### config.mk
export PLATFORM = sky130hd
export DESIGN_NAME = gain_flag_gen
export DESIGN_NICKNAME = d
export VERILOG_FILES = /design/src/rtl/gci_pkg.sv /design/src/rtl/gci_front.sv /design/src/rtl/gci_hold.sv /design/src/rtl/gci_dwell.sv /design/src/rtl/gain_flag_gen.sv
export SDC_FILE = /design/constraint.sdc
export NUM_CORES = 1
export LEC_CHECK = 0
export ABC_AREA = 1
export CORE_ASPECT_RATIO = 0.8
export CORE_MARGIN = 4
export CORE_UTILIZATION = 53
export CTS_BUF_LIST = sky130_fd_sc_hd__clkbuf_2 sky130_fd_sc_hd__clkbuf_4 sky130_fd_sc_hd__clkbuf_8
export DETAILED_ROUTE_END_ITERATION = 12
export DONT_BUFFER_PORTS = 1
export GPL_ROUTABILITY_DRIVEN = 0
export GPL_TIMING_DRIVEN = 0
export PLACE_DENSITY = 0.71
export SLEW_MARGIN = 20
export SYNTH_ARGS = -nofsm -noshare
export SYNTH_HDL_FRONTEND = slang
export SYNTH_SLANG_ARGS = --single-unit
### constraint.sdc
create_clock -name clk -period 2.85 [get_ports clk]
set_input_delay 0.57 -clock clk [delete_from_list [all_inputs] [get_ports clk]]
set_output_delay 0.57 -clock clk [all_outputs]
set_load 0.02 [all_outputs]
### src/rtl/gci_pkg.sv
package gci_pkg;

    localparam int FD_PINS = 4;

    typedef enum logic [2:0] {
        FD_RAW       = 3'b000,
        FD_COARSE    = 3'b001,
        FD_UPPER     = 3'b010,
        FD_AGC_LVL   = 3'b011,
        FD_THRESH    = 3'b100,
        FD_AGC_FINE  = 3'b101,
        FD_QUIET6    = 3'b110,
        FD_QUIET7    = 3'b111
    } fd_mode_e;

    typedef struct packed {
        logic gain_inc;
        logic gain_dec;
        logic fine_low;
        logic fine_high;
        logic ovr;
    } ind_flags_s;

    function automatic logic [FD_PINS-1:0] fd_select(
        input fd_mode_e          mode,
        input ind_flags_s        fl,
        input logic [FD_PINS-1:0] lvl
    );
        logic [FD_PINS-1:0] pins;
        unique case (mode)
            FD_RAW:      pins = lvl;
            FD_COARSE:   pins = {lvl[3:1], fl.gain_dec};
            FD_UPPER:    pins = {lvl[3:2], fl.fine_high, fl.gain_dec};
            FD_AGC_LVL:  pins = {lvl[3:2], fl.gain_inc, fl.gain_dec};
            FD_THRESH:   pins = {fl.fine_low, fl.fine_high, fl.gain_dec, fl.ovr};
            FD_AGC_FINE: pins = {fl.fine_high, fl.fine_low, fl.gain_inc, fl.gain_dec};
            default:     pins = '0;
        endcase
        return pins;
    endfunction

endpackage

### src/rtl/gci_front.sv
module gci_front #(
    parameter int SAMPLE_W = 14,
    parameter int LEVEL_W  = 4,
    parameter int CTHR_W   = 3,
    localparam int MAG_W   = SAMPLE_W - 1
) (
    input  logic                clk,
    input  logic                rst,
    input  logic [SAMPLE_W-1:0] sample_i,
    input  logic [LEVEL_W-1:0]  level_i,
    input  logic [CTHR_W-1:0]   cthr_i,
    output logic [MAG_W-1:0]    mag_q,
    output logic [LEVEL_W-1:0]  level_q,
    output logic                over_q
);
    localparam logic [SAMPLE_W-1:0] MOST_NEG = {1'b1, {(SAMPLE_W-1){1'b0}}};

    logic [SAMPLE_W-1:0] negated;
    logic [MAG_W-1:0]    mag_nx;

    always_comb begin
        negated = ~sample_i + 1'b1;
        if (!sample_i[SAMPLE_W-1])
            mag_nx = sample_i[MAG_W-1:0];
        else if (negated[SAMPLE_W-1])
            mag_nx = '1;
        else
            mag_nx = negated[MAG_W-1:0];
    end

    always_ff @(posedge clk) begin
        if (rst) begin
            mag_q   <= '0;
            level_q <= '0;
            over_q  <= 1'b0;
        end else begin
            mag_q   <= mag_nx;
            level_q <= level_i;
            over_q  <= level_i > LEVEL_W'(cthr_i);
        end
    end

    assert_most_neg_sat_R2: assert property (@(posedge clk) disable iff (rst)
        (sample_i == MOST_NEG) |=> (mag_q == {MAG_W{1'b1}}));

    assert_positive_passthru_R1: assert property (@(posedge clk) disable iff (rst)
        (!sample_i[SAMPLE_W-1]) |=> (mag_q == $past(sample_i[MAG_W-1:0])));

endmodule

### src/rtl/gci_hold.sv
module gci_hold #(
    parameter int HOLD_CYCLES = 2,
    localparam int HC_W = (HOLD_CYCLES > 2) ? $clog2(HOLD_CYCLES) : 1
) (
    input  logic clk,
    input  logic rst,
    input  logic over_i,
    output logic held_nx_o
);
    logic [HC_W-1:0] remain_q;
    logic [HC_W-1:0] remain_nx;
    logic            held_q;

    always_comb begin
        held_nx_o = over_i || (remain_q != '0);
        if (over_i)
            remain_nx = HC_W'(HOLD_CYCLES - 1);
        else if (remain_q != '0)
            remain_nx = remain_q - 1'b1;
        else
            remain_nx = '0;
    end

    always_ff @(posedge clk) begin
        if (rst) begin
            remain_q <= '0;
            held_q   <= 1'b0;
        end else begin
            remain_q <= remain_nx;
            held_q   <= held_nx_o;
        end
    end

    assert_min_hold_R4: assert property (@(posedge clk) disable iff (rst)
        $rose(held_q) |=> held_q);

endmodule

### src/rtl/gci_dwell.sv
module gci_dwell #(
    parameter int DWELL_W = 16
) (
    input  logic               clk,
    input  logic               rst,
    input  logic               below_i,
    input  logic [2:0]         mode_i,
    input  logic [DWELL_W-1:0] dwell_i,
    output logic               gain_inc_nx_o
);
    logic [DWELL_W-1:0] count_q;
    logic [DWELL_W-1:0] count_nx;
    logic [DWELL_W-1:0] target;
    logic [2:0]         mode_q;
    logic               inc_q;

    always_comb begin
        target = (dwell_i == '0) ? DWELL_W'(1) : dwell_i;
        if ((mode_i != mode_q) || !below_i) begin
            count_nx      = '0;
            gain_inc_nx_o = 1'b0;
        end else begin
            count_nx      = (count_q >= target) ? count_q : count_q + 1'b1;
            gain_inc_nx_o = count_nx >= target;
        end
    end

    always_ff @(posedge clk) begin
        if (rst) begin
            count_q <= '0;
            mode_q  <= '0;
            inc_q   <= 1'b0;
        end else begin
            count_q <= count_nx;
            mode_q  <= mode_i;
            inc_q   <= gain_inc_nx_o;
        end
    end

    assert_restart_drop_R7: assert property (@(posedge clk) disable iff (rst)
        !below_i |=> !inc_q);

    assert_mode_clear_R8: assert property (@(posedge clk) disable iff (rst)
        (mode_i != mode_q) |=> (count_q == '0));

    assert_inc_needs_count_R6: assert property (@(posedge clk) disable iff (rst)
        inc_q |-> (count_q != '0));

endmodule

### src/rtl/gain_flag_gen.sv
module gain_flag_gen
    import gci_pkg::*;
#(
    parameter int SAMPLE_W    = 14,
    parameter int CTHR_W      = 3,
    parameter int DWELL_W     = 16,
    parameter int HOLD_CYCLES = 2,
    localparam int MAG_W      = SAMPLE_W - 1
) (
    input  logic                clk,
    input  logic                rst,
    input  logic [SAMPLE_W-1:0] adc_sample,
    input  logic [FD_PINS-1:0]  early_level,
    input  logic [CTHR_W-1:0]   coarse_thr,
    input  logic [MAG_W-1:0]    fine_upper_thr,
    input  logic [MAG_W-1:0]    fine_lower_thr,
    input  logic [DWELL_W-1:0]  dwell_cycles,
    input  logic [2:0]          fd_mode,
    output logic [FD_PINS-1:0]  fd_out
);
    logic [MAG_W-1:0]   mag_s1;
    logic [FD_PINS-1:0] lvl_s1;
    logic               over_s1;
    logic               coarse_held;
    logic               gain_inc;
    ind_flags_s         flags;

    gci_front #(
        .SAMPLE_W(SAMPLE_W),
        .LEVEL_W (FD_PINS),
        .CTHR_W  (CTHR_W)
    ) u_front (
        .clk     (clk),
        .rst     (rst),
        .sample_i(adc_sample),
        .level_i (early_level),
        .cthr_i  (coarse_thr),
        .mag_q   (mag_s1),
        .level_q (lvl_s1),
        .over_q  (over_s1)
    );

    gci_hold #(
        .HOLD_CYCLES(HOLD_CYCLES)
    ) u_hold (
        .clk      (clk),
        .rst      (rst),
        .over_i   (over_s1),
        .held_nx_o(coarse_held)
    );

    gci_dwell #(
        .DWELL_W(DWELL_W)
    ) u_dwell (
        .clk          (clk),
        .rst          (rst),
        .below_i      (mag_s1 < fine_lower_thr),
        .mode_i       (fd_mode),
        .dwell_i      (dwell_cycles),
        .gain_inc_nx_o(gain_inc)
    );

    always_comb begin
        flags.gain_inc  = gain_inc;
        flags.gain_dec  = coarse_held;
        flags.fine_low  = mag_s1 < fine_lower_thr;
        flags.fine_high = mag_s1 > fine_upper_thr;
        flags.ovr       = &mag_s1;
    end

    always_ff @(posedge clk) begin
        if (rst)
            fd_out <= '0;
        else
            fd_out <= fd_select(fd_mode_e'(fd_mode), flags, lvl_s1);
    end

    assert_raw_level_R9: assert property (@(posedge clk) disable iff (rst)
        (fd_mode == 3'b000) |=> (fd_out == $past(lvl_s1)));

    assert_coarse_fast_R3: assert property (@(posedge clk) disable iff (rst)
        (over_s1 && fd_mode == 3'b001) |=> fd_out[0]);

    assert_quiet_modes_R10: assert property (@(posedge clk) disable iff (rst)
        (fd_mode[2:1] == 2'b11) |=> (fd_out == '0));

endmodule

==> key figures, run 1 <==
Run status
  • Status: complete, but fails checks
  • Failing checks: setup timing

STA
  • Clk_skew: 9.966 ps
  • TNS Setup: -307.0 ps
  • Final setup fails: 1
  • Final min period: between 3000 and 4000 ps
  • Worst hold slack: 362.1 ps
  • RSZ-0062 raised after global routing: yes
  • Worst Tran Pin Value: 473.9 ps
  • Hold Vio Cnt, Final: 0
  • FMAX: around 320 MHz
  • Setup WS post-layout: -307.0 ps
  • Final period utilization: 110.8%
  • Slew Limit Fails: 0
  • Slew HR: approximately two thirds

CTS
  • # H-tree levels: 2
  • CTS tree: built
  • Total CTS buffers: 5
  • CTS clk-pin slew, worst paths: 90 ps
  • Clock sink count: 42
  • CTS Hold Bufs: 0
  • Longest Clk Path Bufs: 2
  • Worst skew pair latency: roughly 300 ps
  • Root buffer cell: clkbuf_8

Yosys
  • Syn_nets: 736
  • Distinct cell type count after synthesis: 36
  • Sequential fraction of the synthesis area: 21.38%
  • Syn Inst Count: roughly 610
  • Seq cells post-synth: 42
  • YS warnings: 0
  • Cell Area, Synth: 3933 sq um
  • Synth Area per Inst: between 6 and 7 sq um

Cells and area
  • Post-route insts no fill: 711
  • Final #Nets: around 750
  • ANT cells: 0
  • Commonest non-fill, non-tap cell in the layout: nand2_1
  • Commonest cells after routing, fill and taps aside: 136 x nand2_1, 119 x inv_1, 70 x nor2_1
  • Layout area overhead: 12.15%
  • Layout cell share with drive strength beyond 1: 11.06%

Setup path
  • Critical path launch point type: input port
  • CP endpoint: fd_out[1]
  • R2R Setup Slk: -110 ps
  • CP Max Fanout: 5
  • Critical path capture point type: register
  • Reg-to-Reg End: fd_out[1]
  • CP startpoint: dwell_cycles[13]
  • R2r startpoint: u_dwell.count_q[11]
  • Critical path class: in2reg
  • Arrival time at the worst endpoint: 3330 ps
  • Cells on worst reg2reg path: 19
  • Worst Path Required: 3030 ps

Route
  • Residual DRC: 0
  • Vias: about 3700
  • WL per Instance: 13.30 microns
  • DRT antenna net count: 0
  • Initial drt markers: 202
  • DR pass1 iterations: 4
  • Post-Route WL: 9.454 mm
  • Vias per cell: 5.257

Die
  • Core area: 7061 sq um
  • Initial Utilization: 55.70%
  • # rows: 27
  • Chip Height: between 80 and 90 microns
  • Die ar.: 8871 sq um
  • Die width: 104.3 microns
  • Ports: 72

Power
  • Peak supply drop: roughly 210 uV
  • Leakage Power: 2.408 nW
  • Pwr Density: around 300 nW/um^2

GRT
  • Vias in the first global route: approximately 3600
  • GRT overflow: 0
  • GRT Util Overall: a little over a fifth
  • Largest net degree at the start of global routing: 15
  • Initial antenna violation count: 0
  • Global-route wire length before repair: 16.14 mm

Min path
  • Worst Hold Class: in2reg

Placed design
  • I/O Buffers: 0
  • Placed Cells: roughly 690
  • Post-Place Worst Slack: -833.0 ps
  • Placed wire-length estimate: 7.865 mm

Run
  • Max-cap violations: 0
[registers in the layout (all words and copies together), names as in the netlist]
name	count
fd_out	4
u_front.mag_q	13
u_front.level_q	4
u_dwell.mode_q	3
u_hold.remain_q	1
u_dwell.count_q	16
u_front.over_q	1
[cell usage after synthesis, drive strengths merged]
cell type / count / area [sq um]
or2: 1 / 6.260
dfxtp: 42 / 840.8
a21oi: 31 / 170.2
ha: 62 / 775.7
nand3: 28 / 165.2
clkbuf: 3 / 11.26
a31oi: 3 / 18.77
inv: 125 / 469.2
nor2: 74 / 282.8
o31ai: 1 / 7.510
nand4: 25 / 156.4
a211oi: 1 / 7.510
nor3: 5 / 36.29
a21o: 1 / 7.510
nand2: 150 / 565.6
xor2: 16 / 140.1
o21bai: 1 / 7.510
o21a: 3 / 22.52
o311ai: 1 / 8.760
xnor2: 4 / 35.03
nand3b: 2 / 27.53
buf: 7 / 56.30
a41o: 1 / 10.01
nor4: 5 / 31.28
o211ai: 1 / 7.510
o21ai: 13 / 65.06
[worst min path at each step]
| stage | startpoint | cells after the start | slack [ps] | to |
|---|---|---|---|---|
| floorplan | u_front.over_q | 2 | 400 | u_hold.remain_q |
| global placement | u_front.over_q | 2 | 410 | u_hold.remain_q |
| detailed placement | u_front.over_q | 2 | 410 | u_hold.remain_q |
| CTS | early_level[2] | 2 | 350 | u_front.level_q[2] |
| global route | early_level[2] | 2 | 350 | u_front.level_q[2] |
| finish | early_level[2] | 2 | 360 | u_front.level_q[2] |
[layer usage]
layer,global-route usage [%],vias to the layer above,part of all wire (%)
met3,4.335,10,5.0
met4,4.710,0,0.98
met5,0,-,0
li1,-,1957,-
met2,35.17,99,43
met1,29.76,1672,51
[power breakdown]
part | switching [mW] | total, mW | internal [mW]
clock network | 0.212 | 0.475 | 0.263
registers | 0.0227 | 0.635 | 0.613
logic | 0.151 | 0.253 | 0.102
[logic make-up (layout without fill, tap and decap cells)]
family	Yosys count	in the layout	synth area share (%)
buf+inv	135	153	13.65
fa+ha+maj	62	62	19.73
simple gates	290	290	32.33
flops	42	42	21.38
xor+xnor	20	20	4.454
compound gates	57	57	8.464
[what timing repair did]
item	in CTS	in global routing
setup endpoints to repair	1	1
gates resized for setup	6	26
pin swaps	3	18
buffers inserted	5	4
gates cloned	1	0
[critical path, stage by stage]
cell and delay (ps):
nor4_4 390, a41o_1 280, ha_2 180, nor2_1 40, o21bai_1 140, nand2_1 80, nand2_1 70, nand2_2 70
nand2_4 90, nand3_4 110, buf_6 150, nand2_2 50, nand2_2 50, inv_2 70, ha_4 200, nand2_2 60
inv_2 40, nand2_1 50, nand2_1 60, nor2_2 120, nand2_2 100, a21oi_2 170, nor2_1 50, nor2_1 90
nor2_1 50
[metrics by stage]
step	total power, mW	utilization, %	instance area (sq um)
6_report	1.363	62.47	4410
5_1_grt	1.453	62.47	4410
4_1_cts	1.368	60.66	4283
3_5_place_dp	0.8937	57.88	4086
3_3_place_gp	0.8815	57.88	4086
2_1_floorplan	0.8395	-	3978
[area by class of cell]
class | count | area [sq um]
Sequential cell | 42 | 840.8
Timing Repair Buffer | 10 | 85.08
Multi-Input combinational cell | 429 | 2714
Fill cell | 663 | 2650
Clock buffer | 5 | 68.82
Clock inverter | 3 | 43.79
Buffer | 10 | 80.08
Tap cell | 87 | 108.9
Inverter | 125 | 469.2
Note: power is estimated with default switching activity, not from simulation.
==> run 2: changes to the inputs <==
Settings changed: CORE_UTILIZATION 53 to 50, DONT_BUFFER_PORTS 1 to not set, PLACE_DENSITY 0.71 to 0.8.
==> run 2 against run 1 <==
The run still ends with setup timing left. Fmax fell by 1.6%. Via count rose by 12%. First-iteration DRC count rose by 46%. Critical path type unchanged. Largest cell class unchanged.
==> key figures, run 2 (synthesis gave the netlist of run 1 again) <==
Route
  • DRT antenna net count: 0 (unchanged)
  • Vias per cell: 5.228 (-0.56%)
  • Post-Route WL: 11.06 mm (+17%)
  • DR pass1 iterations: 5 (+1)
  • Initial drt markers: 294 (+46%)
  • Vias: 4198 (+12%)
  • WL per Instance: 13.77 microns (+3.6%)
  • Residual DRC: 0 (unchanged)

Die
  • Core area: 7532 sq um (+6.7%)
  • Die width: 107.2 microns (+2.7%)
  • Initial Utilization: 52.21% (-3.5 points)
  • Ports: 72 (unchanged)
  • # rows: 28 (+3.7%)
  • Chip Height: 87.32 microns (+2.7%)
  • Die ar.: 9356 sq um (+5.5%)

STA
  • Worst hold slack: 419.9 ps (+57.72 ps)
  • Final period utilization: 112.5% (+1.8 points)
  • Slew Limit Fails: 0 (unchanged)
  • TNS Setup: -357.3 ps (-50.22 ps)
  • Worst Tran Pin Value: 460.9 ps (-12.98 ps)
  • RSZ-0062 raised after global routing: yes
  • Final min period: 3207 ps (+50.22 ps)
  • Hold Vio Cnt, Final: 0 (unchanged)
  • Clk_skew: 6.089 ps (-3.878 ps)
  • Final setup fails: 1 (unchanged)
  • Setup WS post-layout: -357.3 ps (-50.22 ps)
  • Slew HR: 69.27% (+0.87 points)
  • FMAX: 311.8 MHz (-1.6%)

Power
  • Pwr Density: 286.0 nW/um^2 (-7.5%)
  • Final Power: 1.495 mW (+9.7%)
  • Peak supply drop: 263.3 uV (+24%)
  • Leakage Power: 2.707 nW (+12%)

CTS
  • CTS Hold Bufs: 0 (unchanged)
  • CTS tree: built
  • CTS clk-pin slew, worst paths: 90 ps (about the same)
  • # H-tree levels: 2 (unchanged)
  • Longest Clk Path Bufs: 2 (unchanged)
  • Clock sink count: 42 (unchanged)
  • Worst skew pair latency: 300 ps (about the same)
  • Root buffer cell: clkbuf_8
  • Total CTS buffers: 5 (unchanged)

Run status
  • Failing checks: setup timing
  • Status: complete, but fails checks

Setup path
  • Worst Path Required: 3030 ps (about the same)
  • Critical path capture point type: register
  • CP Max Fanout: 10 (+5)
  • Most frequent CP cell: nor2_1
  • Critical path launch point type: input port
  • Crit-path max cell delay: 330 ps (-60 ps)
  • Critical path class: in2reg
  • Worst-path cell chain: clkdlybuf4s15_1 -> inv_1 -> ha_1 -> a21oi_1 -> o21ai_1 -> a21oi_4 -> buf_4 -> nand4_1 -> nand2_1 -> inv_1 -> ha_1 -> a21oi_2 -> nand2_1 -> nor2_2 -> nand2_2 -> a21oi_2 -> nor2_1 -> nor2_1 -> nor2_1
  • Slowest CP cell: ha_1
  • Arrival time at the worst endpoint: 3390 ps (+60 ps)

Placed design
  • Placed cell area: 4810 sq um (+18%)
  • I/O Buffers: 70 (+70)
  • Placed Cells: 781 (+13%)
  • Post-Place Worst Slack: -1113 ps (-280.0 ps)
  • Placed wire-length estimate: 8.566 mm (+8.9%)

Min path
  • Worst Hold Class: reg2reg

Run
  • Max-cap violations: 0 (unchanged)

GRT
  • GRT overflow: 0 (unchanged)
  • Largest net degree at the start of global routing: 15 (unchanged)
  • Initial antenna violation count: 0 (unchanged)
  • Vias in the first global route: 4059 (+13%)
  • Global-route wire length before repair: 17.64 mm (+9.3%)
  • GRT Util Overall: 23.21% (+1.6 points)

Cells and area
  • Final #Nets: 827 (+9.8%)
  • Layout cell share with drive strength beyond 1: 14.18% (+3.1 points)
  • Reg with most FFs: u_dwell.count_q
  • Commonest cells after routing, fill and taps aside: 129 x nand2_1, 117 x inv_1, 69 x nor2_1
  • Post-route insts no fill: 803 (+13%)
  • Commonest non-fill, non-tap cell in the layout: nand2_1
  • Max reg flops: 16 (unchanged)
  • ANT cells: 0 (unchanged)
  • Final instance area: 5228 sq um (+19%)
  • Layout area overhead: 32.93%
  • Final core occ: 69.40% (+6.9 points)
  • Largest registers: u_dwell.count_q x16, u_front.mag_q x13
  • Fillers: 631 (-4.8%)
## run 2: cell types whose count changed in the layout (fill, tap and decap cells not counted), sizes merged
| cell | delta |
|---|---|
| clkdlybuf4s50 | +54 |
| dlygate4sd2 | +2 |
| clkdlybuf4s15 | +5 |
| clkbuf | +1 |
| buf | +12 |
## run 2: layout make-up
type / instances / area (sq um) / share of cell area (%)
sequential: 42 / 840.8 / 16.08
clock buffer: 5 / 68.82 / 1.316
buffer: 10 / 82.58 / 1.580
inverter: 125 / 469.2 / 8.976
clock inverter: 3 / 43.79 / 0.8377
multi-input combinational: 429 / 2801 / 53.59
timing repair buffer: 84 / 789.5 / 15.10
tap: 105 / 131.4 / 2.513
## run 2: worst max-delay path: cells and delay by family
kind,cells,cell delay (ps)
compound gates,5,910
fa+ha+maj,2,640
buf+inv,4,610
simple gates,8,660
## run 2: what timing repair did
| item | 4_1_cts | 5_1_grt |
|---|---|---|
| resized for setup | 57 | 53 |
| endpoints found under the hold margin | 0 | 0 |
| pin swaps | 24 | 28 |
| endpoints found under the setup margin | 1 | 1 |
| cloned | 2 | 0 |
| setup buffers | 10 | 3 |
## run 2: layer usage
layer | track usage, % | vias to the layer above | wire length [microns]
li1 | - | 2104 | -
met5 | 0 | - | 0
met2 | 40.32 | 177 | 5338
met3 | 3.262 | 26 | 750
met1 | 30.11 | 1891 | 4808
met4 | 6.504 | 0 | 161
## run 2: path summary, 6_finish.rpt
check | start | endpoint | slack [ps] | cells past startpoint
max | dwell_cycles[9] | fd_out[1] | -360 | 19
min | u_front.over_q | u_hold.remain_q | 420 | 2
min reg2reg | u_front.over_q | u_hold.remain_q | 420 | 2
max reg2reg | u_dwell.count_q[9] | fd_out[1] | -130 | 17
## run 2: power by group
group	total (mW)	switching (mW)	internal (mW)
registers	0.635	0.0221	0.613
logic	0.374	0.191	0.182
clock network	0.486	0.224	0.263
